--- src/rtl/tdc_sar_pkg.sv ---
package tdc_sar_pkg;

  typedef enum logic [1:0] {
    SEQ_IDLE = 2'd0,
    SEQ_CONV = 2'd1,
    SEQ_DUMP = 2'd2
  } seq_state_e;

  // One successive-approximation step: resolve the bit under the pointer,
  // then raise the next lower bit as the new trial.
  function automatic logic [7:0] sar_step8(input logic [7:0] trial,
                                           input logic [7:0] ptr,
                                           input logic       keep);
    logic [7:0] t;
    t = keep ? trial : (trial & ~ptr);
    return t | (ptr >> 1);
  endfunction

endpackage

--- src/rtl/tdc_edge_det.sv ---
module tdc_edge_det (
  input  logic clk,
  input  logic rst_n,
  input  logic sig_i,
  output logic rise_o,
  output logic fall_o
);
  logic prev_q;

  always_ff @(posedge clk or negedge rst_n) begin
    if (!rst_n) prev_q <= 1'b0;
    else        prev_q <= sig_i;
  end

  assign rise_o = sig_i & ~prev_q;
  assign fall_o = ~sig_i & prev_q;
endmodule

--- src/rtl/tdc_seq_fsm.sv ---
module tdc_seq_fsm
  import tdc_sar_pkg::*;
(
  input  logic       clk,
  input  logic       rst_n,
  input  logic       fall_i,
  input  logic       last_i,
  output seq_state_e state_o,
  output logic       start_o
);
  seq_state_e state_q, state_d;

  assign start_o = (state_q == SEQ_IDLE) && fall_i;

  always_comb begin
    state_d = state_q;
    unique case (state_q)
      SEQ_IDLE: if (fall_i) state_d = SEQ_CONV;
      SEQ_CONV: if (last_i) state_d = SEQ_DUMP;
      SEQ_DUMP: state_d = SEQ_IDLE;
      default:  state_d = SEQ_IDLE;
    endcase
  end

  always_ff @(posedge clk or negedge rst_n) begin
    if (!rst_n) state_q <= SEQ_IDLE;
    else        state_q <= state_d;
  end

  assign state_o = state_q;
endmodule

--- src/rtl/tdc_sar_reg.sv ---
module tdc_sar_reg
  import tdc_sar_pkg::*;
#(
  parameter int RES_BITS = 8
) (
  input  logic                clk,
  input  logic                rst_n,
  input  logic                start_i,
  input  logic                conv_i,
  input  logic                cmp_i,
  output logic [RES_BITS-1:0] trial_o,
  output logic                last_o,
  output logic [RES_BITS-1:0] code_o
);
  localparam logic [RES_BITS-1:0] MID_SCALE = {1'b1, {(RES_BITS-1){1'b0}}};

  logic [RES_BITS-1:0] trial_q, ptr_q, code_q;
  logic [RES_BITS-1:0] trial_next;

  always_comb begin
    logic [RES_BITS-1:0] kept;
    kept       = cmp_i ? trial_q : (trial_q & ~ptr_q);
    trial_next = kept | (ptr_q >> 1);
  end

  assign last_o = conv_i && ptr_q[0];

  always_ff @(posedge clk or negedge rst_n) begin
    if (!rst_n) begin
      trial_q <= '0;
      ptr_q   <= '0;
      code_q  <= '0;
    end else if (start_i) begin
      trial_q <= MID_SCALE;
      ptr_q   <= MID_SCALE;
    end else if (conv_i) begin
      trial_q <= trial_next;
      ptr_q   <= ptr_q >> 1;
      if (ptr_q[0]) code_q <= trial_next;
    end
  end

  assign trial_o = trial_q;
  assign code_o  = code_q;
endmodule

--- src/rtl/tdc_sar_seq.sv ---
module tdc_sar_seq
  import tdc_sar_pkg::*;
#(
  parameter int RES_BITS = 8
) (
  input  logic                clk,
  input  logic                rst_n,
  input  logic                integ_i,
  input  logic                cmp_i,
  output logic                integ_en_o,
  output logic [RES_BITS-1:0] dac_o,
  output logic                dump_o,
  output logic [RES_BITS-1:0] code_o,
  output logic                valid_o,
  output logic                overrun_o
);
  logic       rise_w, fall_w, start_w, done_w, idle_w, conv_w;
  logic       overrun_q;
  seq_state_e state_w;
  logic [RES_BITS-1:0] trial_w;

  tdc_edge_det u_edge (
    .clk(clk), .rst_n(rst_n), .sig_i(integ_i),
    .rise_o(rise_w), .fall_o(fall_w)
  );

  tdc_seq_fsm u_fsm (
    .clk(clk), .rst_n(rst_n), .fall_i(fall_w), .last_i(done_w),
    .state_o(state_w), .start_o(start_w)
  );

  tdc_sar_reg #(.RES_BITS(RES_BITS)) u_sar (
    .clk(clk), .rst_n(rst_n), .start_i(start_w), .conv_i(conv_w),
    .cmp_i(cmp_i), .trial_o(trial_w), .last_o(done_w), .code_o(code_o)
  );

  assign idle_w = (state_w == SEQ_IDLE);
  assign conv_w = (state_w == SEQ_CONV);

  always_ff @(posedge clk or negedge rst_n) begin
    if (!rst_n) overrun_q <= 1'b0;
    else        overrun_q <= rise_w && !idle_w;
  end

  assign integ_en_o = integ_i && idle_w;
  assign dac_o      = conv_w ? trial_w : '0;
  assign dump_o     = (state_w == SEQ_DUMP);
  assign valid_o    = (state_w == SEQ_DUMP);
  assign overrun_o  = overrun_q;
endmodule

--- config.mk ---
export PLATFORM = sky130hd
export DESIGN_NAME = tdc_sar_seq
export DESIGN_NICKNAME = d
export VERILOG_FILES = /design/src/rtl/tdc_sar_pkg.sv /design/src/rtl/tdc_edge_det.sv /design/src/rtl/tdc_seq_fsm.sv /design/src/rtl/tdc_sar_reg.sv /design/src/rtl/tdc_sar_seq.sv
export SDC_FILE = /design/constraint.sdc
export NUM_CORES = 1
export LEC_CHECK = 0
export BUFFER_PORTS_ARGS = -buffer_cell sky130_fd_sc_hd__buf_2
export CAP_MARGIN = 25
export CORE_UTILIZATION = 55
export DETAILED_ROUTE_END_ITERATION = 6
export MAX_ROUTING_LAYER = met4
export PLACE_DENSITY = 0.91
export SLEW_MARGIN = 40
export SYNTH_ARGS = -nofsm -noshare
export SYNTH_HDL_FRONTEND = slang
export SYNTH_SLANG_ARGS = --single-unit
--- constraint.sdc ---
create_clock -name clk -period 3.55 [get_ports clk]
set_input_delay 1.065 -clock clk [delete_from_list [all_inputs] [get_ports clk]]
set_output_delay 1.065 -clock clk [all_outputs]
set_load 0.05 [all_outputs]
==> results of run 1 <==
placed cells by master, fill, tap and decap left out:
cell and n:
and3b_1 1, nor2b_1 2, mux2i_1 1, a21oi_2 7
inv_1 2, nand3_1 1, clkbuf_4 3, and2_1 9
o21ai_2 2, dfrtp_1 28, a21oi_1 7, nor2_1 12
inv_2 1, a22o_1 21, nor3b_1 2, buf_4 1
o21ai_0 2, nand2b_1 8, buf_2 23, nor2_2 1
cell type report:
type | instances | area (um2) | area share (%)
Sequential cell | 28 | 701 | 49.7
Inverter | 3 | 11.3 | 0.799
Clock buffer | 3 | 22.5 | 1.60
Tap cell | 28 | 35.0 | 2.49
Multi-Input combinational cell | 76 | 517 | 36.7
Timing Repair Buffer | 24 | 123 | 8.70
worst paths after layout:
kind / start / depth (start not counted) / endpoint / slack (ns)
min: u_edge.prev_q / 1 / overrun_o / 0.45
min in group asynchronous: rst_n / 1 / u_sar.code_o[5] / 0.72
max reg2reg: u_fsm.state_o[0] / 3 / u_sar.code_o[7] / 1.82
min reg2reg: u_edge.prev_q / 1 / overrun_o / 0.45
max: u_fsm.state_o[0] / 4 / dac_o[7] / 0.49
max in group asynchronous: rst_n / 1 / u_sar.ptr_q[0] / 2.44
metal layers:
| metal | vias up | GRT usage [%] | wire, um |
|---|---|---|---|
| met2 | 23 | 29.3 | 1090 |
| met3 | 6 | 3.64 | 83 |
| met4 | 0 | 13.0 | 53 |
| met5 | - | - | 0 |
| li1 | 445 | - | - |
| met1 | 452 | 28.8 | 1090 |
logic make-up after synthesis:
kind of cell | share of synthesized area [%]
AO/OA/AOI/OAI | 23.9
buffers and inverters | 5.44
flip-flops | 54.4
multiplexers | 0.777
AND/OR/NAND/NOR | 15.5
worst register-to-register path, stage by stage, from the launching register on:
cell,delay (ns)
dfrtp_1,0.64
and3b_1,0.77
nand3_1,0.18
o21ai_2,0.08
state kept, by name (all words and copies together) (netlist names):
signal / flops
u_sar.ptr_q: 8
u_sar.trial_o: 8
overrun_o: 1
u_sar.code_o: 8
u_edge.prev_q: 1
u_fsm.state_o: 2
through the flow:
stage	util, %	std cells	hold WS [ns]	cell area, um2	setup slack [ns]
after floorplan	-	114	0.415	1290	0.898
after global placement	62.7	159	0.432	1390	0.948
after detailed placement	62.7	159	0.436	1390	0.888
after CTS	63.7	162	0.448	1410	0.511
after global routing	63.7	162	0.463	1410	0.316
final	63.7	162	0.447	1410	0.493
==> metrics, run 1 <==
Starting Density 58.2%; die height 50.4 um; filler cell count 189; synth unique cells 20; CP required 2.48 ns; Worst Setup End Kind primary output; Clock Tree Buf Depth 2; synthesized instance count 114; Setup Crit Path Kind reg2out; syn_nets 118; largest net degree at the start of global routing 29; clock sink total 28; CP bufs+invs 2; most common cell in the netlist dfrtp_1; Hold Path Class reg2reg; outcome finished, final reports clean; H-tree Lvls 1; setup repair bufs after CTS 0; vias in the first global route 813; Max transition margin 46.7%; Area Growth Syn to Fin 9.43%; core region area ~2200 um2; die area approximately 2500 um2; vias per cell 5.72; Via Count between 900 and 1000; Iter 0 DRT Violations 21; Yosys warning total 0; Slew @ Worst Pin 0.800 ns; final hold vios 0; Mapped Avg Cell Area about 11 um2; IO buf count 23; mapped cell area 1290 um2; ys flop type dfrtp_1; TNS Setup 0 ns; clk root buf clkbuf_4; #FFs+latches synth 28; top post-synthesis cells by area dfrtp_1, a22o_1, a21oi_2; grt ovf 0; post-CTS resize count 0; Post-synth top cells dfrtp_1, a22o_1, nor2_1; Total GRT Usage 21.1%; average wire per standard cell ~14 um; slowest CP cell dfrtp_1; crit path DAT 1.99 ns; first-pass GRT wire length 3750 um; max_cap viols 0; hpwl dp around 1600 um; ys async rst share 100%; Yosys top cell area share between 50% and 60%; gpl congestion between 0.8 and 0.9; post-synthesis sequential area ratio a little over half; CTS Buf Count 3; diode count 0; Die W 50.4 um; Total Wirelength 2320 um; Max Slew Vio Count 0; CP Launch Type flip-flop; layout cell share with drive strength beyond 1 28.4%; cell taking the most area after synthesis dfrtp_1; Core Rows 17; CTS tree yes; fin crit share 86.1%; nets@finish 140; count of final setup violators 0; drt drc 0; fmax around 330 MHz; DR pass1 iterations 4; I/O pin cnt 24; CTS Hold Buffers Added 0; Clock Latency Late Sink 0.32 ns; RSZ-0062 raised after global routing no; DRT antenna net count 0; CP max stage delay 0.64 ns; clk_skew 0.00759 ns; clock period minus worst slack 3.06 ns; top cell family by delay on the critical path flip-flops; maximum fanout along the worst path 14; initial antenna violation count 0; number of synthesized flops with an enable pin 0; critical-path cell list nor2b_1, buf_4, and2_1, buf_2; clock transition at the registers of the reported paths 0.14 ns
Power of run 1 is left out: the tool's default activity adds up to more than one toggle a clock period on the data nets, which glitch-free logic cannot reach.
==> run 2, diff against run 1 <==
--- a/config.mk
+++ b/config.mk
@@ -7,10 +7,12 @@
 export LEC_CHECK = 0
 export BUFFER_PORTS_ARGS = -buffer_cell sky130_fd_sc_hd__buf_2
 export CAP_MARGIN = 25
-export CORE_UTILIZATION = 55
+export CELL_PAD_IN_SITES_DETAIL_PLACEMENT = 0
+export CELL_PAD_IN_SITES_GLOBAL_PLACEMENT = 2
+export CORE_UTILIZATION = 37
 export DETAILED_ROUTE_END_ITERATION = 6
 export MAX_ROUTING_LAYER = met4
-export PLACE_DENSITY = 0.91
+export PLACE_DENSITY = 0.93
 export SLEW_MARGIN = 40
 export SYNTH_ARGS = -nofsm -noshare
 export SYNTH_HDL_FRONTEND = slang
==> metrics, run 2 (synthesized netlist as in run 1, its figures left out) <==
setup repair bufs after CTS 0 (unchanged); layout cell share with drive strength beyond 1 30.1% (+1.8 points); Max transition margin 59.4% (+13 points); max_cap viols 0 (unchanged); fin crit share 81.9% (-4.2 points); final critical-path setup slack 0.641 ns (+0.148 ns); clock sink total 28 (unchanged); CTS tree yes; die height 61.0 um (+21%); Iter 0 DRT Violations 40 (+90%); count of final setup violators 0 (unchanged); clk root buf clkbuf_4; Post-Place Setup Slack 0.930 ns (+0.0417 ns); nets@finish 141 (+0.71%); Total Wirelength 2420 um (+4.2%); vias in the first global route 812 (-0.12%); initial antenna violation count 0 (unchanged); CTS Hold Buffers Added 0 (unchanged); Area Growth Syn to Fin 14.2%; CP required 2.48 ns (about the same); clock transition at the registers of the reported paths 0.15 ns (about the same); Core Rows 21 (+4); DP Cell Count 178 (+12%); fmax 344 MHz (+5.1%); DRT antenna net count 0 (unchanged); Slew @ Worst Pin 0.609 ns (-0.191 ns); grt ovf 0 (unchanged); clock period minus worst slack 2.91 ns (-0.148 ns); Worst Reg-to-Reg Cells 3 (unchanged); H-tree Lvls 1 (unchanged); CP max stage delay 0.47 ns (-0.17 ns); Clock Latency Late Sink 0.33 ns (about the same); Clock Tree Buf Depth 2 (unchanged); core region area 3340 um2 (+51%); post-CTS resize count 0 (unchanged); average wire per standard cell 13.3 um (-7.3%); Die W 61.0 um (+21%); crit path DAT 1.84 ns (-0.15 ns); vias per cell 5.07 (-11%); gpl congestion 0.705 (-22%); slowest CP cell dfrtp_1; filler cell count 342 (+81%); Worst Setup End Kind primary output; diode count 0 (unchanged); top cell family by delay on the critical path simple AND/OR/NAND/NOR gates; RSZ-0062 raised after global routing no; critical-path cell list nor2b_1, buf_4, and2_1, buf_2; Total GRT Usage 15.1% (-6.0 points); outcome finished, final reports clean; drt drc 0 (unchanged); clk_skew 0.00294 ns (-0.00465 ns); first-pass GRT wire length 3890 um (+3.9%); Layout Cells excl Fill 182 (+12%); CTS Buf Count 3 (unchanged); CP Launch Type flip-flop; Starting Density 38.6% (-20 points); DR pass1 iterations 4 (unchanged); Via Count 922 (-0.43%); IO buf count 23 (unchanged); commonest cells after routing, fill and taps aside dfrtp_1, buf_2, a22o_1; Setup Crit Path Kind reg2out; I/O pin cnt 24 (unchanged); TNS Setup 0 ns (unchanged); die area 3720 um2 (+47%); CP bufs+invs 2 (unchanged); largest net degree at the start of global routing 29 (unchanged); most common cell after layout, fill and taps aside dfrtp_1; CP Depth 4 (unchanged); hpwl dp 1630 um (+2.1%); final hold vios 0 (unchanged); maximum fanout along the worst path 10 (-4); Hold Worst Slack 0.472 ns (+0.0257 ns); Max Slew Vio Count 0 (unchanged); Hold Path Class reg2reg; hold depth 1 (unchanged)
==> run 2: changes by cell type in the layout (fill, tap and decap cells not counted) <==
cell       previous run  this run
and3b_1               1         0
buf_4                 1         2
bufinv_16             0         1
and3b_2               0         1
==> run 2: area by class of cell <==
type | count | area, um2 | share of cell area, %
inverter | 3 | 11.3 | 0.766
sequential | 28 | 701 | 47.7
clock buffer | 3 | 22.5 | 1.53
clock inverter | 1 | 30.0 | 2.04
multi-input combinational | 76 | 518 | 35.2
tap | 46 | 57.6 | 3.91
timing repair buffer | 25 | 130 | 8.85
==> run 2: worst paths after layout <==
kind	start	endpoint	slack (ns)
min reg2reg	u_edge.prev_q	overrun_o	0.47
min in group asynchronous	rst_n	u_sar.trial_o[2]	0.72
max reg2reg	u_fsm.state_o[0]	u_sar.trial_o[6]	2.16
max in group asynchronous	rst_n	u_fsm.state_o[0]	2.44
min	u_edge.prev_q	overrun_o	0.47
max	u_fsm.state_o[1]	dac_o[2]	0.64
==> run 2: metrics by stage <==
step | area, um2 | utilization (%)
finish | 1470 | 44.1
CTS | 1470 | 44.0
global route | 1470 | 44.1
detailed placement | 1420 | 42.4
global placement | 1420 | 42.4
floorplan | 1290 | -
==> run 2: routing by layer <==
metal  global-route usage (%)  up-vias  part of all wire [%]
met3                     4.05        4                   4.1
li1                         -      445                     -
met2                     22.0       30                    47
met1                     20.5      443                    47
met4                     4.87        0                   1.6
met5                        -        -                     0
Power of run 2 is left out for the same reason.
==> run 3, diff against run 2 <==
--- a/config.mk
+++ b/config.mk
@@ -9,10 +9,10 @@
 export CAP_MARGIN = 25
 export CELL_PAD_IN_SITES_DETAIL_PLACEMENT = 0
 export CELL_PAD_IN_SITES_GLOBAL_PLACEMENT = 2
-export CORE_UTILIZATION = 37
+export CORE_UTILIZATION = 35
 export DETAILED_ROUTE_END_ITERATION = 6
 export MAX_ROUTING_LAYER = met4
-export PLACE_DENSITY = 0.93
+export PLACE_DENSITY = 0.9
 export SLEW_MARGIN = 40
 export SYNTH_ARGS = -nofsm -noshare
 export SYNTH_HDL_FRONTEND = slang
==> constraint.sdc (replaced) <==
create_clock -name clk -period 2.8 [get_ports clk]
set_input_delay 0.84 -clock clk [delete_from_list [all_inputs] [get_ports clk]]
set_output_delay 0.84 -clock clk [all_outputs]
set_load 0.05 [all_outputs]
==> metrics, run 3 (synthesized netlist as in run 1, its figures left out) <==
Slew @ Worst Pin 0.764 ns (+0.155 ns); clock transition at the registers of the reported paths 0.09 ns (-0.06 ns); Max Slew Vio Count 0 (unchanged); max_cap viols 0 (unchanged); DR pass1 iterations 4 (unchanged); Clock Latency Late Sink 0.28 ns (-0.05 ns); Global Route met3 Usage 3.28% (-0.77 points); most common cell after layout, fill and taps aside dfrtp_1; Worst Setup End Kind primary output; first-pass GRT wire length 4200 um (+8.0%); CTS Buf Count 3 (unchanged); vias in the first global route 882 (+8.6%); Worst setup endpoint dac_o[7]; Reg2Reg Capture Point u_sar.code_o[7]; layout cell share with drive strength beyond 1 29.9% (-0.22 points); GRT met1 Usage 19.2% (-1.3 points); Clock Tree Buf Depth 2 (unchanged); clk_skew 0.0118 ns (+0.00885 ns); reg-to-reg startpoint u_fsm.state_o[0]; I/O pin cnt 24 (unchanged); critical-path cell list nor2b_1, buf_4, and2_1, buf_2; FF/Latch Area 701 um2 (unchanged); count of final setup violators 0 (unchanged); Iter 0 DRT Violations 27 (-33%); maximum fanout along the worst path 8 (-2); die area 3930 um2 (+5.5%); gpl congestion 0.686 (-2.8%); drt drc 0 (unchanged); Starting Density 37.4% (-1.2 points); Hold Path Class reg2reg; Max transition margin 49.1% (-10 points); CP max stage delay 0.46 ns (about the same); post-CTS resize count 0 (unchanged); H-tree Lvls 1 (unchanged); Via Count 946 (+2.6%); die height 62.7 um (+2.7%); DRT antenna net count 0 (unchanged); clock period minus worst slack 2.29 ns; fin crit share about four fifths; TNS Setup 0 ns (unchanged); nets@finish 142 (+0.71%); initial antenna violation count 0 (unchanged); fmax 436 MHz; CTS Hold Buffers Added 0 (unchanged); diode count 0 (unchanged); Setup Crit Path Kind reg2out; final hold vios 0 (unchanged); Worst Reg-to-Reg Cells 4 (+1); filler cell count 345 (+0.88%); crit path DAT 1.45 ns (-0.39 ns); CTS tree yes; Area Growth Syn to Fin 16.1%; CP Launch Type flip-flop; core region area 3440 um2 (+3.1%); grt peak-use layer met2; setup repair bufs after CTS 0 (unchanged); commonest cells after routing, fill and taps aside dfrtp_1, buf_2, a22o_1; slowest CP cell dfrtp_1; CP required 1.96 ns (-0.52 ns); met2 Usage GRT 21.9% (-0.10 points); RSZ-0062 raised after global routing no; outcome finished, final reports clean; worst reg-to-reg setup slack 1.22 ns (-0.94 ns); Total GRT Usage 14.1% (-1.1 points); largest net degree at the start of global routing 29 (unchanged); clk root buf clkbuf_8; clock sink total 28 (unchanged); hpwl dp 1710 um (+4.6%); Core Rows 21 (unchanged); vias per cell 5.17 (+2.0%); area occupied by multi-input gates 517 um2 (-0.24%); average wire per standard cell 13.7 um (+3.0%); IO buf count 23 (unchanged); grt ovf 0 (unchanged); Total Wirelength 2500 um (+3.6%); crit path from u_fsm.state_o[1]; Die W 62.7 um (+2.7%)
==> run 3: worst min-delay path by stage <==
stage,from,endpoint,slack (ns),depth (start not counted)
floorplan,u_edge.prev_q,overrun_o,0.42,1
global placement,u_edge.prev_q,overrun_o,0.43,1
detailed placement,u_edge.prev_q,overrun_o,0.44,1
CTS,u_edge.prev_q,overrun_o,0.46,1
global route,u_edge.prev_q,overrun_o,0.48,1
finish,u_edge.prev_q,overrun_o,0.45,1
==> run 3: through the flow <==
stage                     hold slack [ns]  cell area (um2)  util, %  setup slack, ns  std cells
after floorplan                     0.415             1290        -            0.373        114
after global placement              0.433             1420     41.4            0.649        179
after detailed placement            0.444             1420     41.4            0.636        179
after CTS                           0.457             1500     43.4            0.489        183
after global routing                0.485             1500     43.4            0.415        183
final                               0.451             1500     43.4            0.506        183
==> run 3: layout make-up <==
| class | instances | share of cell area (%) |
|---|---|---|
| clock buffer | 3 | 2.76 |
| clock inverter | 1 | 2.01 |
| inverter | 3 | 0.753 |
| multi-input combinational | 76 | 34.6 |
| sequential | 28 | 46.9 |
| tap | 46 | 3.85 |
| timing repair buffer | 26 | 9.21 |
==> run 3: worst max-delay path, delay by kind of cell, from the launching register on <==
family / cells / cell delay, ns
buffers and inverters: 2 / 0.44
and+or+nand+nor: 2 / 0.30
DFF: 1 / 0.46
==> run 3: per-layer routing <==
metal  share of wire (%)  up-vias
met2                  44       37
li1                    -      446
met1                  50      463
met4                   0        0
met3                 5.6        0
met5                   0        -
Power of run 3 is left out for the same reason.
